--- src/rtl/wsg_pkg.sv ---
// Package: shared region codes and sizing helpers for the wait-state generator.
// Assumes region codes are 3 bits wide; neighbouring decode logic relies on these values.
package wsg_pkg;

    typedef enum logic [2:0] {
        RG_TCM        = 3'd0,
        RG_PF_FAST    = 3'd1,
        RG_PF_STRETCH = 3'd2,
        RG_PF_FIXED   = 3'd3,
        RG_EXT        = 3'd4,
        RG_FLASH      = 3'd5,
        RG_PWD        = 3'd6,
        RG_BOOT       = 3'd7
    } region_e;

    // Per-access hold behaviour captured at acceptance.
    typedef struct packed {
        logic on_periph;   // stretch by peripheral ready once count expires
        logic on_ext;      // stretch by external ready once count expires
    } hold_t;

endpackage

--- src/rtl/wsg_rule.sv ---
// Module: wsg_rule
// Turns the region code, direction and programmed values of an access into its
// base wait count and its hold behaviour. Purely combinational; the values are
// meant to be captured only at the accepting edge.
// Assumes CNT_W is wide enough for the largest programmed value and for PWD_WAITS.
module wsg_rule
    import wsg_pkg::*;
#(
    parameter int PROG_W        = 4,
    parameter int CNT_W         = 6,
    parameter int PWD_WAITS     = 16,
    parameter int SLOW_RD_WAITS = 2,
    parameter int BOOT_WAITS    = 1,
    parameter int PROG_MIN      = 1
) (
    input  logic [2:0]        region,
    input  logic              write,
    input  logic              paged,
    input  logic [PROG_W-1:0] ext_wait,
    input  logic [PROG_W-1:0] page_wait,
    input  logic [PROG_W-1:0] rand_wait,
    input  logic              wbuf_en,
    input  logic              wbuf_full,
    output logic [CNT_W-1:0]  base_cnt,
    output hold_t             hold
);

    localparam logic [CNT_W-1:0] C_SLOW = CNT_W'(SLOW_RD_WAITS);
    localparam logic [CNT_W-1:0] C_PWD  = CNT_W'(PWD_WAITS);
    localparam logic [CNT_W-1:0] C_BOOT = CNT_W'(BOOT_WAITS);
    localparam logic [CNT_W-1:0] C_MIN  = CNT_W'(PROG_MIN);

    region_e              rg;
    logic                 posted;
    logic [CNT_W-1:0]     ext_c;
    logic [CNT_W-1:0]     page_c;
    logic [CNT_W-1:0]     rand_c;
    logic [CNT_W-1:0]     flash_c;

    // Raises a programmed value to the region minimum.
    function automatic logic [CNT_W-1:0] clamp_min(input logic [PROG_W-1:0] v);
        logic [CNT_W-1:0] w;
        w = {{(CNT_W-PROG_W){1'b0}}, v};
        return (w < C_MIN) ? C_MIN : w;
    endfunction

    assign rg = region_e'(region);

    // Clamp programmed counts and enforce random >= paged for flash.
    always_comb begin
        ext_c   = clamp_min(ext_wait);
        page_c  = clamp_min(page_wait);
        rand_c  = clamp_min(rand_wait);
        if (rand_c < page_c) begin
            rand_c = page_c;
        end
        flash_c = paged ? page_c : rand_c;
    end

    // A posted external write needs a buffer slot.
    assign posted = (rg == RG_EXT) && write && wbuf_en && !wbuf_full;

    // Select the base count per region class.
    always_comb begin
        base_cnt = '0;
        unique case (rg)
            RG_TCM, RG_PF_FAST:        base_cnt = '0;
            RG_PF_STRETCH, RG_PF_FIXED: base_cnt = write ? '0 : C_SLOW;
            RG_EXT:                    base_cnt = posted ? '0 : ext_c;
            RG_FLASH:                  base_cnt = flash_c;
            RG_PWD:                    base_cnt = C_PWD;
            RG_BOOT:                   base_cnt = C_BOOT;
            default:                   base_cnt = '0;
        endcase
    end

    // Decide which ready line may stretch this access.
    always_comb begin
        hold.on_periph = (rg == RG_PF_STRETCH) && !write;
        hold.on_ext    = (rg == RG_EXT) && !posted;
    end

endmodule

--- src/rtl/wsg_penalty.sv ---
// Module: wsg_penalty
// Works out the extra waits from two sources. One is arbitration against a second
// master that requests the same region in the same cycle. The other is the pipeline
// hit on back-to-back writes to the designated sub-region of the stretchable frame.
// Assumes 'accept' is high for exactly the edge at which an access is taken.
module wsg_penalty
    import wsg_pkg::*;
(
    input  logic       clk,
    input  logic       rst_n,
    input  logic       accept,
    input  logic [2:0] region,
    input  logic       write,
    input  logic       sub_hit,
    input  logic       m2_req,
    input  logic [2:0] m2_region,
    output logic [1:0] extra
);

    logic last_sub_wr;
    logic this_sub_wr;
    logic sub_pen;
    logic arb_pen;

    assign this_sub_wr = (region_e'(region) == RG_PF_STRETCH) && write && sub_hit;
    assign sub_pen     = this_sub_wr && last_sub_wr;
    assign arb_pen     = m2_req && (m2_region == region);
    assign extra       = {1'b0, sub_pen} + {1'b0, arb_pen};

    // Remember whether the last accepted access was a sub-region write.
    always_ff @(posedge clk) begin
        if (!rst_n) begin
            last_sub_wr <= 1'b0;
        end else if (accept) begin
            last_sub_wr <= this_sub_wr;
        end
    end

endmodule

--- src/rtl/wsg_timer.sv ---
// Module: wsg_timer
// Holds the loaded wait count, counts it down and then applies the captured hold
// rule against the ready lines. Ready is high for exactly one cycle, after which
// the timer returns to idle.
// Assumes 'accept' is only raised while 'busy' is low.
module wsg_timer
    import wsg_pkg::*;
#(
    parameter int CNT_W = 6
) (
    input  logic             clk,
    input  logic             rst_n,
    input  logic             accept,
    input  logic [CNT_W-1:0] load_cnt,
    input  hold_t            load_hold,
    input  logic             periph_rdy,
    input  logic             ext_rdy,
    output logic             busy,
    output logic             cnt_zero,
    output hold_t            hold_q,
    output logic             ready
);

    logic [CNT_W-1:0] cnt_q;
    logic             stall;

    assign cnt_zero = (cnt_q == '0);
    assign stall    = (hold_q.on_periph && !periph_rdy) || (hold_q.on_ext && !ext_rdy);
    assign ready    = busy && cnt_zero && !stall;

    // Load on accept, count down, then release once the hold clears.
    always_ff @(posedge clk) begin
        if (!rst_n) begin
            busy   <= 1'b0;
            cnt_q  <= '0;
            hold_q <= '0;
        end else if (accept) begin
            busy   <= 1'b1;
            cnt_q  <= load_cnt;
            hold_q <= load_hold;
        end else if (busy) begin
            if (!cnt_zero) begin
                cnt_q <= cnt_q - 1'b1;
            end else if (!stall) begin
                busy <= 1'b0;
            end
        end
    end

endmodule

--- src/rtl/bus_wait_gen.sv ---
// Module: bus_wait_gen (top)
// Region-based wait-state generator. It accepts one access at a time, works out
// its wait count from the region rules and the penalties, and raises a one-cycle
// ready when the count and any hold have expired.
// Assumes all inputs are synchronous to clk; requests made while busy are dropped.
module bus_wait_gen
    import wsg_pkg::*;
#(
    parameter int PROG_W        = 4,
    parameter int PWD_WAITS     = 16,
    parameter int SLOW_RD_WAITS = 2,
    parameter int BOOT_WAITS    = 1,
    parameter int PROG_MIN      = 1
) (
    input  logic              clk,
    input  logic              rst_n,
    input  logic              i_req,
    input  logic              i_write,
    input  logic [2:0]        i_region,
    input  logic              i_paged,
    input  logic              i_sub_hit,
    input  logic [PROG_W-1:0] i_ext_wait,
    input  logic [PROG_W-1:0] i_flash_page_wait,
    input  logic [PROG_W-1:0] i_flash_rand_wait,
    input  logic              i_wbuf_en,
    input  logic              i_wbuf_full,
    input  logic              i_periph_rdy,
    input  logic              i_ext_rdy,
    input  logic              i_m2_req,
    input  logic [2:0]        i_m2_region,
    output logic              o_ready
);

    localparam int PWD_BITS = $clog2(PWD_WAITS + 1);
    localparam int CNT_W    = ((PROG_W > PWD_BITS) ? PROG_W : PWD_BITS) + 1;

    logic             accept;
    logic             busy;
    logic             cnt_zero;
    logic [CNT_W-1:0] base_cnt;
    logic [CNT_W-1:0] total_cnt;
    logic [1:0]       extra;
    hold_t            hold_new;
    hold_t            hold_q;

    assign accept    = i_req && !busy;
    assign total_cnt = base_cnt + CNT_W'(extra);

    wsg_rule #(
        .PROG_W       (PROG_W),
        .CNT_W        (CNT_W),
        .PWD_WAITS    (PWD_WAITS),
        .SLOW_RD_WAITS(SLOW_RD_WAITS),
        .BOOT_WAITS   (BOOT_WAITS),
        .PROG_MIN     (PROG_MIN)
    ) u_rule (
        .region   (i_region),
        .write    (i_write),
        .paged    (i_paged),
        .ext_wait (i_ext_wait),
        .page_wait(i_flash_page_wait),
        .rand_wait(i_flash_rand_wait),
        .wbuf_en  (i_wbuf_en),
        .wbuf_full(i_wbuf_full),
        .base_cnt (base_cnt),
        .hold     (hold_new)
    );

    wsg_penalty u_pen (
        .clk      (clk),
        .rst_n    (rst_n),
        .accept   (accept),
        .region   (i_region),
        .write    (i_write),
        .sub_hit  (i_sub_hit),
        .m2_req   (i_m2_req),
        .m2_region(i_m2_region),
        .extra    (extra)
    );

    wsg_timer #(
        .CNT_W(CNT_W)
    ) u_tmr (
        .clk       (clk),
        .rst_n     (rst_n),
        .accept    (accept),
        .load_cnt  (total_cnt),
        .load_hold (hold_new),
        .periph_rdy(i_periph_rdy),
        .ext_rdy   (i_ext_rdy),
        .busy      (busy),
        .cnt_zero  (cnt_zero),
        .hold_q    (hold_q),
        .ready     (o_ready)
    );

endmodule

--- config.mk ---
export PLATFORM = sky130hd
export DESIGN_NAME = bus_wait_gen
export DESIGN_NICKNAME = d
export VERILOG_FILES = /design/src/rtl/wsg_pkg.sv /design/src/rtl/wsg_rule.sv /design/src/rtl/wsg_penalty.sv /design/src/rtl/wsg_timer.sv /design/src/rtl/bus_wait_gen.sv
export SDC_FILE = /design/constraint.sdc
export NUM_CORES = 1
export LEC_CHECK = 0
export BUFFER_PORTS_ARGS = -buffer_cell sky130_fd_sc_hd__clkbuf_2
export CAP_MARGIN = 20
export CELL_PAD_IN_SITES_DETAIL_PLACEMENT = 0
export CELL_PAD_IN_SITES_GLOBAL_PLACEMENT = 1
export CORE_MARGIN = 5
export CORE_UTILIZATION = 38
export DETAILED_ROUTE_END_ITERATION = 16
export PLACE_DENSITY = 0.95
export SLEW_MARGIN = 0
export SYNTH_ARGS = -nofsm -noshare
export SYNTH_HDL_FRONTEND = slang
export SYNTH_SLANG_ARGS = --single-unit
export TNS_END_PERCENT = 50
--- constraint.sdc ---
create_clock -name clk -period 9.7 [get_ports clk]
set_input_delay 2.91 -clock clk [delete_from_list [all_inputs] [get_ports clk]]
set_output_delay 2.91 -clock clk [all_outputs]
set_load 0.05 [all_outputs]
# Word-level counts from Yosys, hierarchy flattened
# Index checks and enable logic that the tools add are counted.
# W data, S select, Z words.
dict set report totals {
  regBits 10
  latchBits 0
  ram_bits 0
  mem_bits_ro 0
  word_cells 64
  mem_count 0
}
dict set report op_classes {
  addsub 3
  n_mul 0
  div_mod_pow 0
  n_lt_le_gt_ge 4
  n_eq_ne 9
  n_shift 0
  n_mux 15
  bitwise 0
  n_reduce_logical 28
}
# op n
set ops {}
lappend ops {{$mux W6} 6}
lappend ops {{$pmux W6 S6} 1}
lappend ops {{$logic_and A1 B1 Y1} 14}
lappend ops {{$eq A3 B3 Y1 const B} 4}
lappend ops {{$lt A4 B1 Y1 const B} 3}
lappend ops {{$mux W4} 3}
lappend ops {{$logic_not A1 Y1} 7}
lappend ops {{$add A6 B2 Y6} 1}
lappend ops {{$eq A3 B2 Y1 const B} 2}
lappend ops {{$logic_not A6 Y1} 1}
lappend ops {{$lt A6 B6 Y1} 1}
lappend ops {{$sub A6 B1 Y6 const B} 1}
lappend ops {{$mux W1} 4}
lappend ops {{$reduce_or A2 Y1} 2}
lappend ops {{$eq A3 B1 Y1 const B} 1}
lappend ops {{$eq A3 B3 Y1} 1}
lappend ops {{$logic_not A3 Y1} 1}
lappend ops {{$add A1 B1 Y2} 1}
lappend ops {{$mux W2} 1}
lappend ops {{$ne A2 B2 Y1 const B} 1}
lappend ops {{$reduce_and A2 Y1} 1}
lappend ops {{$reduce_bool A2 Y1} 1}
lappend ops {{$logic_or A1 B1 Y1} 1}

# Depth between registers and ports, before layout
dict set report depth {
  depth_word 8
  depth_mapped 14
  mapped_depth_nobuf 14
}

# Cells and area by module
# Synthesis repeated with hierarchy kept, for this count alone.
dict set report unflattened {
  cells_unflattened 134
  area_unflattened_um2 1106.1
}
# mod n_inst cells_each area_per_inst_um2
set by_module_without_submodules {}
lappend by_module_without_submodules {wsg_timer 1 63 545.5}
lappend by_module_without_submodules {wsg_rule 1 47 346.6}
lappend by_module_without_submodules {bus_wait_gen 1 12 108.9}
lappend by_module_without_submodules {wsg_penalty 1 12 105.1}

# Least setup slack after synthesis
# No wires, ideal clock.
dict set report synth_timing {
  kind {input to output}
  startpoint {input i_periph_rdy}
  endpoint {output o_ready}
  arrival_time_ns 4.243
  required_time_ns 6.790
  path_slack_ns 2.547
  cell_stages 2
  n_path_buf 0
  cell_sequence {inv_1 a221oi_1}
}
dict set report synth_via {
  elab_chain_cells 5
}
# element line_no
set synth_rtl {}
lappend synth_rtl {{start: declaration} bus_wait_gen.sv:27} ;# input logic i_periph_rdy,
lappend synth_rtl {{$logic_not A1 Y1} wsg_timer.sv:28} ;# assign stall = (hold_q.on_periph && !periph_rdy) || (hold_q.on_ext && !ext_rdy);
lappend synth_rtl {{$logic_and A1 B1 Y1} wsg_timer.sv:28}
lappend synth_rtl {{$logic_or A1 B1 Y1} wsg_timer.sv:28}
lappend synth_rtl {{$logic_not A1 Y1} wsg_timer.sv:29} ;# assign ready = busy && cnt_zero && !stall;
lappend synth_rtl {{$logic_and A1 B1 Y1} wsg_timer.sv:29}
lappend synth_rtl {{end: declaration} bus_wait_gen.sv:31} ;# output logic o_ready
# Every way passes these cells.

# Worst setup path in the final report
# Same ends and word-level chain as after synthesis.

==> metrics.md <==
| Metric | Value |
|---|---|
| Status | `completed` |
| Max cap viols | `0` |
| IO Pins | `30` |
| Worst slew pin tran | `0.736 ns` |
| GR Util All Layers | `14.8%` |
| Area grow syn2layout | `20.0%` |
| Cell repeated most along the worst path | `clkbuf_2` |
| Worst Setup Start Kind | `input port` |
| Crit path DAT | `3.69 ns` |
| Synth top cells by count | `18 x nand2_1, 11 x nor2_1, 10 x dfxtp_1` |
| WL per Instance | `12.3 um` |
| Fin nets | `193` |
| CP bufs+invs | `3` |
| Initial Utilization | `38.9%` |
| Core box area | `2430 um2` |
| Worst-path cell chain | `clkbuf_2, inv_1, a221oi_1, clkbuf_2` |
| Worst Reg-to-Reg Cells | `7` |
| Post-synth EDFFs | `0` |
| Endpoints failing setup | `0` |
| Syn_area_per_cell | `7.28 um2` |
| GPL Wtd Cong | `0.934` |
| Initial DRC Count | `35` |
| P_leak | `0.524 nW` |
| Clk pin slew, worst setup/hold paths | `0.06 ns` |
| H-Tree Depth | `1` |
| Final Skew | `0.00659 ns` |
| Crit. path cell count | `4` |
| Max FO, Critical Path | `2` |
| Max VDD drop | `0.0667 mV` |
| Total Power | `0.155 mW` |
| # Post-CTS Setup Buffers | `0` |
| Global-route wire length before repair | `4180 um` |
| Synthesized flop and latch total | `10` |
| WL final | `2300 um` |
| CTS tree | `yes` |
| Cell count after synthesis | `130` |
| Worst path slowest cell | `clkbuf_2` |
| Top-count cell post-synth | `nand2_1` |
| CTS buffer count | `3` |
| Synthesized cell area | `946 um2` |
| Proportion of layout cells with a drive suffix above 1 | `23.6%` |
| Critical R2R Launch | `u_tmr.cnt_q[0]` |
| Hold Slack | `0.460 ns` |
| Met3 Use GR | `1.30%` |
| Clock Root Buffer | `clkbuf_4` |
| DRC | `0` |
| Pre-antenna DRT Iters | `4` |
| Largest area contributor in the netlist | `dfxtp_1` |
| Routing usage on met1 | `18.5%` |
| GR Util met2 | `25.2%` |
| Placed instance area | `1100 um2` |
| Asr flop ratio synth | `0%` |
| WS Path Type | `input port to primary output` |
| Setup crit end kind | `primary output` |
| Final Hold Fails | `0` |
| # hold bufs at CTS | `0` |
| Post-synth net total | `165` |
| R2r endpoint | `u_tmr.cnt_q[2]` |
| Row count | `18` |
| GRT overflow | `0` |
| Ys Warns | `0` |
| Period utilisation layout | `68.1%` |
| Post-synth top area share | `21.2%` |
| RSZ-0062 raised after global routing | `false` |
| Clk sinks | `10` |
| Routed vias/inst | `5.39` |
| Die ar. | `3590 um2` |
| Post-synthesis sequential area ratio | `21.2%` |
| Largest net degree at the start of global routing | `13` |
| Worst hold-check path type | `flip-flop to flip-flop` |
| Antenna diodes | `0` |
| Chip Width | `59.9 um` |
| Initial antenna violation count | `0` |
| Post_cts resized | `0` |
| Maximum clock rate | `151 MHz` |
| Height of the die | `59.9 um` |
| Count of final max-slew check failures | `0` |
| DPL Wire Length | `1880 um` |
| DR vias | `1007` |
| Crit path from | `i_periph_rdy` |
| Final ANT Viol Nets | `0` |
| Synth top area cells | `dfxtp_1 21%, nand2_1 7.1%, ha_1 6.6%, nor2b_1 4.6%, nor2_1 4.4%` |
| Design area | `1130 um2` |
| Crit path capture | `o_ready` |
| Final worst slack | `3.10 ns` |
| CP top delay family | `buffers and inverters` |
| Port-buffer cells | `29` |
| Slew HR | `50.8%` |
| Worst EP required | `6.79 ns` |
| Power per Cell Area | `136 nW/um2` |
| Layer with the highest usage | `met2` |
| Clock Tree Buf Depth | `2` |
| Yosys cell types | `37` |
| Top_reg_cell synth | `dfxtp_1` |
| CP peak stage delay | `0.34 ns` |
| Min cycle time layout | `6.60 ns` |
| DP Worst Slack | `3.09 ns` |
| Reg2reg setup slack | `7.78 ns` |
| Vias in the first global route | `1045` |
| TNS Setup | `0 ns` |
| Worst skew pair latency | `0.26 ns` |
-- flip-flops by register name (all words and copies together), names as in the netlist --
signal and flops:
u_pen.last_sub_wr 1, u_tmr.busy 1, u_tmr.cnt_q 6, u_tmr.hold_q 2
-- worst register-to-register path, cell delays in order, from the launching register on --
cell and delay, ns:
dfxtp_1 0.33, inv_1 0.09, ha_1 0.27, a31oi_1 0.55
o21ai_0 0.23, nand2_1 0.11, o21ai_0 0.10, o2bb2ai_1 0.13
-- placed cells by master (no fill, tap or decap), types with 2 or more instances in the layout --
cell	count
clkbuf_2	29
nand2_1	18
nor2_1	11
dfxtp_1	10
inv_1	7
nor2b_1	7
nor3_1	7
o21ai_0	7
nand3_1	6
a31oi_1	5
ha_1	5
o211ai_1	4
a21oi_1	4
nand4_1	3
xor2_1	3
a21boi_0	3
clkbuf_4	3
a21o_1	2
xnor2_1	2
nand2b_1	2
o2bb2ai_1	2
-- final cells by class --
class,count,area (um2)
clock buffer,4,36.3
fill,261,1300
inverter,7,26.3
multi-input combinational,107,689
sequential,10,200
tap,30,37.5
timing repair buffer,29,145
-- metrics by stage --
| stage | std cells | util, % |
|---|---|---|
| 2_1_floorplan | 130 | - |
| 3_3_place_gp | 183 | 45.2 |
| 3_5_place_dp | 183 | 45.2 |
| 4_1_cts | 187 | 46.7 |
| 5_1_grt | 187 | 46.7 |
| 6_report | 187 | 46.7 |
-- cell families (layout without fill, tap and decap cells) --
group,after synthesis,after routing,synth area share (%)
XOR/XNOR,5,5,4.63
AND/OR/NAND/NOR,61,61,32.4
adder cells (fa/ha/maj),6,6,8.73
AO/OA/AOI/OAI,33,33,24.9
buffers and inverters,13,40,5.95
multiplexers,2,2,2.25
flip-flops,10,10,21.2
-- routing by layer --
layer | wire [um] | share of wire, %
met1 | 1020 | 44
met3 | 103 | 4.5
met5 | 0 | 0
met2 | 1150 | 50
met4 | 28 | 1.2
-- power by group --
part	leakage [nW]	internal [mW]	switching [mW]
registers	0.0821	0.0474	0.00474
logic	0.421	0.0268	0.0390
clock network	0.0210	0.0228	0.0142
-- worst min path at each step --
stage / start / endpoint / slack (ns) / cells past startpoint
2_1_floorplan: u_pen.last_sub_wr / u_pen.last_sub_wr / 0.44 / 2
3_3_place_gp: u_pen.last_sub_wr / u_pen.last_sub_wr / 0.45 / 2
3_5_place_dp: u_tmr.hold_q[1] / u_tmr.hold_q[1] / 0.46 / 2
4_1_cts: u_tmr.hold_q[1] / u_tmr.hold_q[1] / 0.47 / 2
5_1_grt: u_tmr.hold_q[1] / u_tmr.hold_q[1] / 0.49 / 2
6_report: u_tmr.hold_q[1] / u_tmr.hold_q[1] / 0.46 / 2
(Power assumes the default switching activity.)
